--- src/rtl/alu_flags_pkg.sv ---
package alu_flags_pkg;

  typedef enum logic [3:0] {
    OP_ADD  = 4'd0,
    OP_SUB  = 4'd1,
    OP_AND  = 4'd2,
    OP_OR   = 4'd3,
    OP_XOR  = 4'd4,
    OP_CMP  = 4'd5,
    OP_LOAD = 4'd6,
    OP_MOVE = 4'd7,
    OP_JUMP = 4'd8
  } opcode_e;

  typedef enum logic [2:0] {
    SEL_ARITH = 3'd0,
    SEL_AND   = 3'd1,
    SEL_OR    = 3'd2,
    SEL_XOR   = 3'd3,
    SEL_PASSA = 3'd4,
    SEL_PASSB = 3'd5,
    SEL_ZERO  = 3'd6
  } resSel_e;

  // Strobes from control to datapath
  typedef struct packed {
    resSel_e resSel;
    logic    subMode;
    logic    flagWr;
    logic    resWr;
  } strobe_t;

endpackage

--- src/rtl/alu_flags_ctrl.sv ---
module alu_flags_ctrl
  import alu_flags_pkg::*;
(
  input  logic       clk,
  input  logic       rst,
  input  logic [3:0] opCode,
  output strobe_t    strb
);

  always_comb begin
    strb = '{resSel: SEL_ZERO, subMode: 1'b0, flagWr: 1'b0, resWr: 1'b0};
    case (opCode)
      OP_ADD:  strb = '{resSel: SEL_ARITH, subMode: 1'b0, flagWr: 1'b1, resWr: 1'b1};
      OP_SUB:  strb = '{resSel: SEL_ARITH, subMode: 1'b1, flagWr: 1'b1, resWr: 1'b1};
      OP_AND:  strb = '{resSel: SEL_AND,   subMode: 1'b0, flagWr: 1'b1, resWr: 1'b1};
      OP_OR:   strb = '{resSel: SEL_OR,    subMode: 1'b0, flagWr: 1'b1, resWr: 1'b1};
      OP_XOR:  strb = '{resSel: SEL_XOR,   subMode: 1'b0, flagWr: 1'b1, resWr: 1'b1};
      OP_CMP:  strb = '{resSel: SEL_ARITH, subMode: 1'b1, flagWr: 1'b1, resWr: 1'b0};
      OP_LOAD: strb = '{resSel: SEL_PASSB, subMode: 1'b0, flagWr: 1'b0, resWr: 1'b1};
      OP_MOVE: strb = '{resSel: SEL_PASSA, subMode: 1'b0, flagWr: 1'b0, resWr: 1'b1};
      OP_JUMP: strb = '{resSel: SEL_PASSB, subMode: 1'b0, flagWr: 1'b0, resWr: 1'b0};
      default: strb = '{resSel: SEL_ZERO,  subMode: 1'b0, flagWr: 1'b0, resWr: 1'b0};
    endcase
  end

  // compare never requests a register write
  a_r6_cmp_no_write: assert property (@(posedge clk) disable iff (rst)
    (opCode == OP_CMP) |-> !strb.resWr);

  // pass-through and undefined codes never request a flag write
  a_r7_no_flag_strobe: assert property (@(posedge clk) disable iff (rst)
    (opCode >= OP_LOAD) |-> !strb.flagWr);

  // write strobe set for the storing opcodes
  a_r8_write_ops: assert property (@(posedge clk) disable iff (rst)
    ((opCode <= OP_XOR) || (opCode == OP_LOAD) || (opCode == OP_MOVE)) |-> strb.resWr);

endmodule

--- src/rtl/alu_flags_dpath.sv ---
module alu_flags_dpath
  import alu_flags_pkg::*;
#(
  parameter int WIDTH = 8
) (
  input  logic             clk,
  input  logic             rst,
  input  logic [WIDTH-1:0] opA,
  input  logic [WIDTH-1:0] opB,
  input  strobe_t          strb,
  output logic [WIDTH-1:0] result,
  output logic             flagZ,
  output logic             flagC,
  output logic             flagN,
  output logic             flagV
);

  localparam int MSB = WIDTH - 1;

  logic [WIDTH-1:0] bEff;
  logic [WIDTH:0]   carry;
  logic [WIDTH-1:0] sum;
  logic             isArith;
  logic             isLogic;
  logic             nextZ, nextC, nextN, nextV;

  assign bEff     = strb.subMode ? ~opB : opB;
  assign carry[0] = strb.subMode;

  // Ripple chain of full adders
  for (genvar i = 0; i < WIDTH; i++) begin : g_fa
    assign sum[i]     = opA[i] ^ bEff[i] ^ carry[i];
    assign carry[i+1] = (opA[i] & bEff[i]) | (carry[i] & (opA[i] ^ bEff[i]));
  end

  assign isArith = (strb.resSel == SEL_ARITH);
  assign isLogic = (strb.resSel == SEL_AND) || (strb.resSel == SEL_OR) ||
                   (strb.resSel == SEL_XOR);

  always_comb begin
    case (strb.resSel)
      SEL_ARITH: result = sum;
      SEL_AND:   result = opA & opB;
      SEL_OR:    result = opA | opB;
      SEL_XOR:   result = opA ^ opB;
      SEL_PASSA: result = opA;
      SEL_PASSB: result = opB;
      default:   result = '0;
    endcase
  end

  assign nextZ = ~|result;
  assign nextN = result[MSB];
  assign nextC = isArith & (carry[WIDTH] ^ strb.subMode);
  assign nextV = isArith & (carry[WIDTH] ^ carry[WIDTH-1]);

  always_ff @(posedge clk) begin
    if (rst) begin
      flagZ <= 1'b0;
      flagC <= 1'b0;
      flagN <= 1'b0;
      flagV <= 1'b0;
    end else if (strb.flagWr) begin
      flagZ <= nextZ;
      flagC <= nextC;
      flagN <= nextN;
      flagV <= nextV;
    end
  end

  // reset clears all flags
  a_r9_reset_clear: assert property (@(posedge clk)
    rst |=> ({flagZ, flagC, flagN, flagV} == 4'b0000));

  // flags hold without a flag write
  a_r7_flags_hold: assert property (@(posedge clk) disable iff (rst)
    !strb.flagWr |=> $stable({flagZ, flagC, flagN, flagV}));

  // zero flag follows the written result
  a_r4_zero: assert property (@(posedge clk) disable iff (rst)
    strb.flagWr |=> (flagZ == ($past(result) == '0)));

  // negative flag follows the result sign bit
  a_r4_neg: assert property (@(posedge clk) disable iff (rst)
    strb.flagWr |=> (flagN == $past(result[MSB])));

  // logic ops clear carry and overflow
  a_r5_logic_clear: assert property (@(posedge clk) disable iff (rst)
    (strb.flagWr && isLogic) |=> (!flagC && !flagV));

  // add carry equals unsigned overflow of the operands
  a_r1_add_carry: assert property (@(posedge clk) disable iff (rst)
    (strb.flagWr && isArith && !strb.subMode) |=>
      (flagC == (({1'b0, $past(opA)} + {1'b0, $past(opB)}) > {1'b0, {WIDTH{1'b1}}})));

  // subtract carry is the unsigned borrow
  a_r2_sub_borrow: assert property (@(posedge clk) disable iff (rst)
    (strb.flagWr && strb.subMode) |=> (flagC == ($past(opA) < $past(opB))));

  // add overflow from sign pattern
  a_r3_add_ovf: assert property (@(posedge clk) disable iff (rst)
    (strb.flagWr && isArith && !strb.subMode) |=>
      (flagV == (($past(opA[MSB]) == $past(opB[MSB])) &&
                 ($past(result[MSB]) != $past(opA[MSB])))));

  // subtract overflow from sign pattern
  a_r3_sub_ovf: assert property (@(posedge clk) disable iff (rst)
    (strb.flagWr && strb.subMode) |=>
      (flagV == (($past(opA[MSB]) != $past(opB[MSB])) &&
                 ($past(result[MSB]) != $past(opA[MSB])))));

endmodule

--- src/rtl/alu_flags_unit.sv ---
module alu_flags_unit
  import alu_flags_pkg::*;
#(
  parameter int WIDTH = 8
) (
  input  logic             clk,
  input  logic             rst,
  input  logic [WIDTH-1:0] opA,
  input  logic [WIDTH-1:0] opB,
  input  logic [3:0]       opCode,
  output logic [WIDTH-1:0] result,
  output logic             resultWr,
  output logic             flagZ,
  output logic             flagC,
  output logic             flagN,
  output logic             flagV
);

  strobe_t strb;

  alu_flags_ctrl ctrl_i (
    .clk    (clk),
    .rst    (rst),
    .opCode (opCode),
    .strb   (strb)
  );

  alu_flags_dpath #(.WIDTH(WIDTH)) dpath_i (
    .clk    (clk),
    .rst    (rst),
    .opA    (opA),
    .opB    (opB),
    .strb   (strb),
    .result (result),
    .flagZ  (flagZ),
    .flagC  (flagC),
    .flagN  (flagN),
    .flagV  (flagV)
  );

  assign resultWr = strb.resWr;

endmodule

--- config.mk ---
export PLATFORM = sky130hd
export DESIGN_NAME = alu_flags_unit
export DESIGN_NICKNAME = d
export VERILOG_FILES = /design/src/rtl/alu_flags_pkg.sv /design/src/rtl/alu_flags_ctrl.sv /design/src/rtl/alu_flags_dpath.sv /design/src/rtl/alu_flags_unit.sv
export SDC_FILE = /design/constraint.sdc
export NUM_CORES = 1
export LEC_CHECK = 0
export CORE_MARGIN = 5
export CORE_UTILIZATION = 51
export DETAILED_ROUTE_END_ITERATION = 10
export PLACE_DENSITY = 0.84
export SKIP_CTS_REPAIR_TIMING = 1
export SYNTH_ARGS = -nofsm -noshare
export SYNTH_HDL_FRONTEND = slang
export SYNTH_SLANG_ARGS = --single-unit
--- constraint.sdc ---
create_clock -name clk -period 16.6 [get_ports clk]
set_input_delay 4.98 -clock clk [delete_from_list [all_inputs] [get_ports clk]]
set_output_delay 4.98 -clock clk [all_outputs]
set_load 0.02 [all_outputs]
==> summary.md <==
| Metric | Value |
|---|---|
| Peak supply drop | between 0.03 and 0.04 mV |
| NumNets Final | 222 |
| Worst Path Class, Setup | primary input to output port |
| Die span in y | 57.7 um |
| Mapped Nets | 190 |
| Worst-path maximum fanout | 15 |
| Slew headroom | 34.7% |
| Layout area overhead | 31.7% |
| Critical Path RT | 11620 ps |
| Most common cell after layout, fill and taps aside | clkdlybuf4s50_1 |
| Sequential share of the synthesized area | 6.90% |
| Mapped cell area | 1160 um2 |
| Die Wd | 57.7 um |
| Setup violators final | 0 |
| Core area | 2190 um2 |
| Final Max Slew Viols | 0 |
| R2R cell count | 2 |
| CTS tree | yes |
| Synth cell types | 39 |
| I/O pin count | 35 |
| First-pass GRT wire length | 4890 um |
| Final hold slack | 448 ps |
| Vias in the first global route | 1104 |
| Starting Density | 53.0% |
| Fin crit period | 15420 ps |
| Detail Route Antenna Nets | 0 |
| Die Area | approximately 3300 um2 |
| Hold path start | dpath_i.flagN$_SDFFE_PP0P_ |
| Min-Delay Path Class | register to register |
| Vias | 1145 |
| Register bit total from synthesis | 4 |
| Reg clk slew, reported paths | 30 ps |
| Worst-Margin Slew | around 970 ps |
| CP Capture Type | output port |
| Number of buffers created by CTS | 3 |
| DRC viols | 0 |
| Critical Path AT | 10440 ps |
| Post-Layout Cell Count | about 200 |
| RR Endpoint | dpath_i.flagC$_SDFFE_PP0P_ |
| Reg-to-reg startpoint | dpath_i.flagC$_SDFFE_PP0P_ |
| Fin Clk Skew | 0 ps |
| Final Hold Fails | 0 |
| P_leak | 0.664 nW |
| Share of layout cells above drive strength 1 | about 5.7% |
| Total negative setup slack | 0 ps |
| Fin crit share | 92.9% |
| Power Density | ~45 nW/um2 |
| PortBufs | 34 |
| Routed wire length | 2970 um |
| Worst setup margin | 1180 ps |
| Highest Clock Rate | between 60 and 70 MHz |
| Syn Area/Cell | 8.01 um2 |
| GRT Util Overall | 18.3% |
| Row count | 17 |
| H-tree lvl count | 1 |
| Pin count of the biggest net entering global routing | 30 |
| R2r setup slk | approximately 16000 ps |
| Grt ovf | 0 |
| Detailed placer's ending HPWL | 2400 um |
| Cells after Synth | 145 |
| Critical path launch point type | primary input |
| Clock Latency Late Sink | 250 ps |
| Vias per std cell | 5.64 |
| RSZ-0062 raised after global routing | false |
| Hold path cells | 2 |
| Ant diodes | 0 |
| Initial antenna violation count | 0 |
| Status | finished clean |
| Design Power | 0.0694 mW |
| Place WS | around 1200 ps |
| Post-DR wirelength/cell | 14.6 um |
| CTS max path bufs | 2 |
| Inst Count DP | 200 |
| Pre-antenna DRT Iters | 4 |
| Hold Path Sink | dpath_i.flagN$_SDFFE_PP0P_ |
| GPL Wtd Cong | approximately 0.85 |
| DRT iter0 DRCs | between 60 and 70 |
| Max-cap violations | 0 |
| Warning count from the yosys run | 0 |
| Clock Sinks | 4 |
| Clock Tree Root | clkbuf_4 |
| Most frequent cells in the layout | clkdlybuf4s50_1, inv_1, ha_1 |
cell usage after synthesis (all sizes together):
master | count | area, um2
a211oi | 1 | 7.51
a221oi | 1 | 8.76
nand2b | 9 | 56.3
clkbuf | 4 | 15.0
a222oi | 1 | 10.0
xor2 | 1 | 8.76
mux2 | 3 | 37.5
o21ai | 5 | 25.0
nand3b | 4 | 30.0
nor3 | 1 | 10.0
a221o | 3 | 30.0
or4 | 1 | 7.51
buf | 3 | 15.0
nor3b | 1 | 7.51
nand2 | 10 | 37.5
a31oi | 1 | 6.26
o311ai | 3 | 26.3
o211ai | 1 | 7.51
nor2b | 5 | 31.3
xnor2 | 7 | 61.3
inv | 24 | 90.1
a32oi | 2 | 17.5
or3b | 3 | 26.3
a311oi | 1 | 8.76
a22oi | 1 | 7.51
fa | 7 | 140
and3 | 1 | 6.26
dfxtp | 4 | 80.1
a21oi | 1 | 5.00
o31ai | 2 | 15.0
nor4b | 1 | 8.76
mux2i | 2 | 20.0
a32o | 4 | 40.0
ha | 16 | 200
nand4b | 1 | 8.76
and3b | 1 | 8.76
o2bb2ai | 1 | 8.76
nor2 | 8 | 30.0
flip-flops by register name, indices dropped and copies added (netlist names):
signal	cells
dpath_i.flagC	1
dpath_i.flagN	1
dpath_i.flagZ	1
dpath_i.flagV	1
metal layers:
layer | wire [um] | part of all wire (%) | global-route usage [%] | vias up
li1 | - | - | - | 564
met1 | 1370 | 46 | 25.3 | 537
met2 | 1420 | 48 | 28.9 | 42
met3 | 152 | 5.1 | 1.34 | 2
met4 | 22 | 0.74 | 8.28 | 0
met5 | 0 | 0 | 0 | -
worst max-delay path, cell delays in order:
cell	delay, ps
clkdlybuf4s50_1	730
inv_1	170
nor3_2	600
xnor2_1	210
fa_1	200
inv_1	50
fa_1	400
fa_1	380
fa_1	360
inv_1	70
fa_1	160
inv_1	50
fa_1	410
fa_1	440
mux2_4	270
a221o_1	390
clkdlybuf4s50_1	550
cell families after synthesis:
family / synth area share [%]
AND/OR/NAND/NOR: 23.2
flip-flops: 6.90
buffers and inverters: 10.3
XOR/XNOR: 6.03
adder cells (fa/ha/maj): 29.3
multiplexers: 4.96
AO/OA/AOI/OAI: 19.3
worst max path at each step:
stage | from | slack (ps) | endpoint
floorplan | opCode[0] | 2500 | result[7]
CTS | opCode[0] | 1180 | result[7]
global route | opCode[0] | 890 | result[7]
global placement | opCode[0] | 1350 | result[7]
finish | opCode[0] | 1180 | result[7]
detailed placement | opCode[0] | 1200 | result[7]
power breakdown:
group          switching (mW)  leakage, nW  total (mW)  internal, mW
Clock                 0.00462       0.0138      0.0127       0.00813
Combinational          0.0234        0.618      0.0461        0.0227
Sequential           0.000269       0.0326      0.0105        0.0102
metrics by stage:
step / utilization (%) / cell area, um2
6_report: 69.8 / 1530
5_1_grt: 69.8 / 1530
4_1_cts: 69.8 / 1530
3_5_place_dp: 68.8 / 1510
3_3_place_gp: 68.8 / 1510
2_1_floorplan: - / 1160
layout make-up:
cell class                 count  area (um2)
timing repair buffer          34         340
tap                           28        35.0
multi-input combinational    110         961
fill                         175         662
sequential                     4        80.1
inverter                      24        90.1
clock buffer                   3        22.5
No activity file was read; power rests on OpenSTA's default activity.
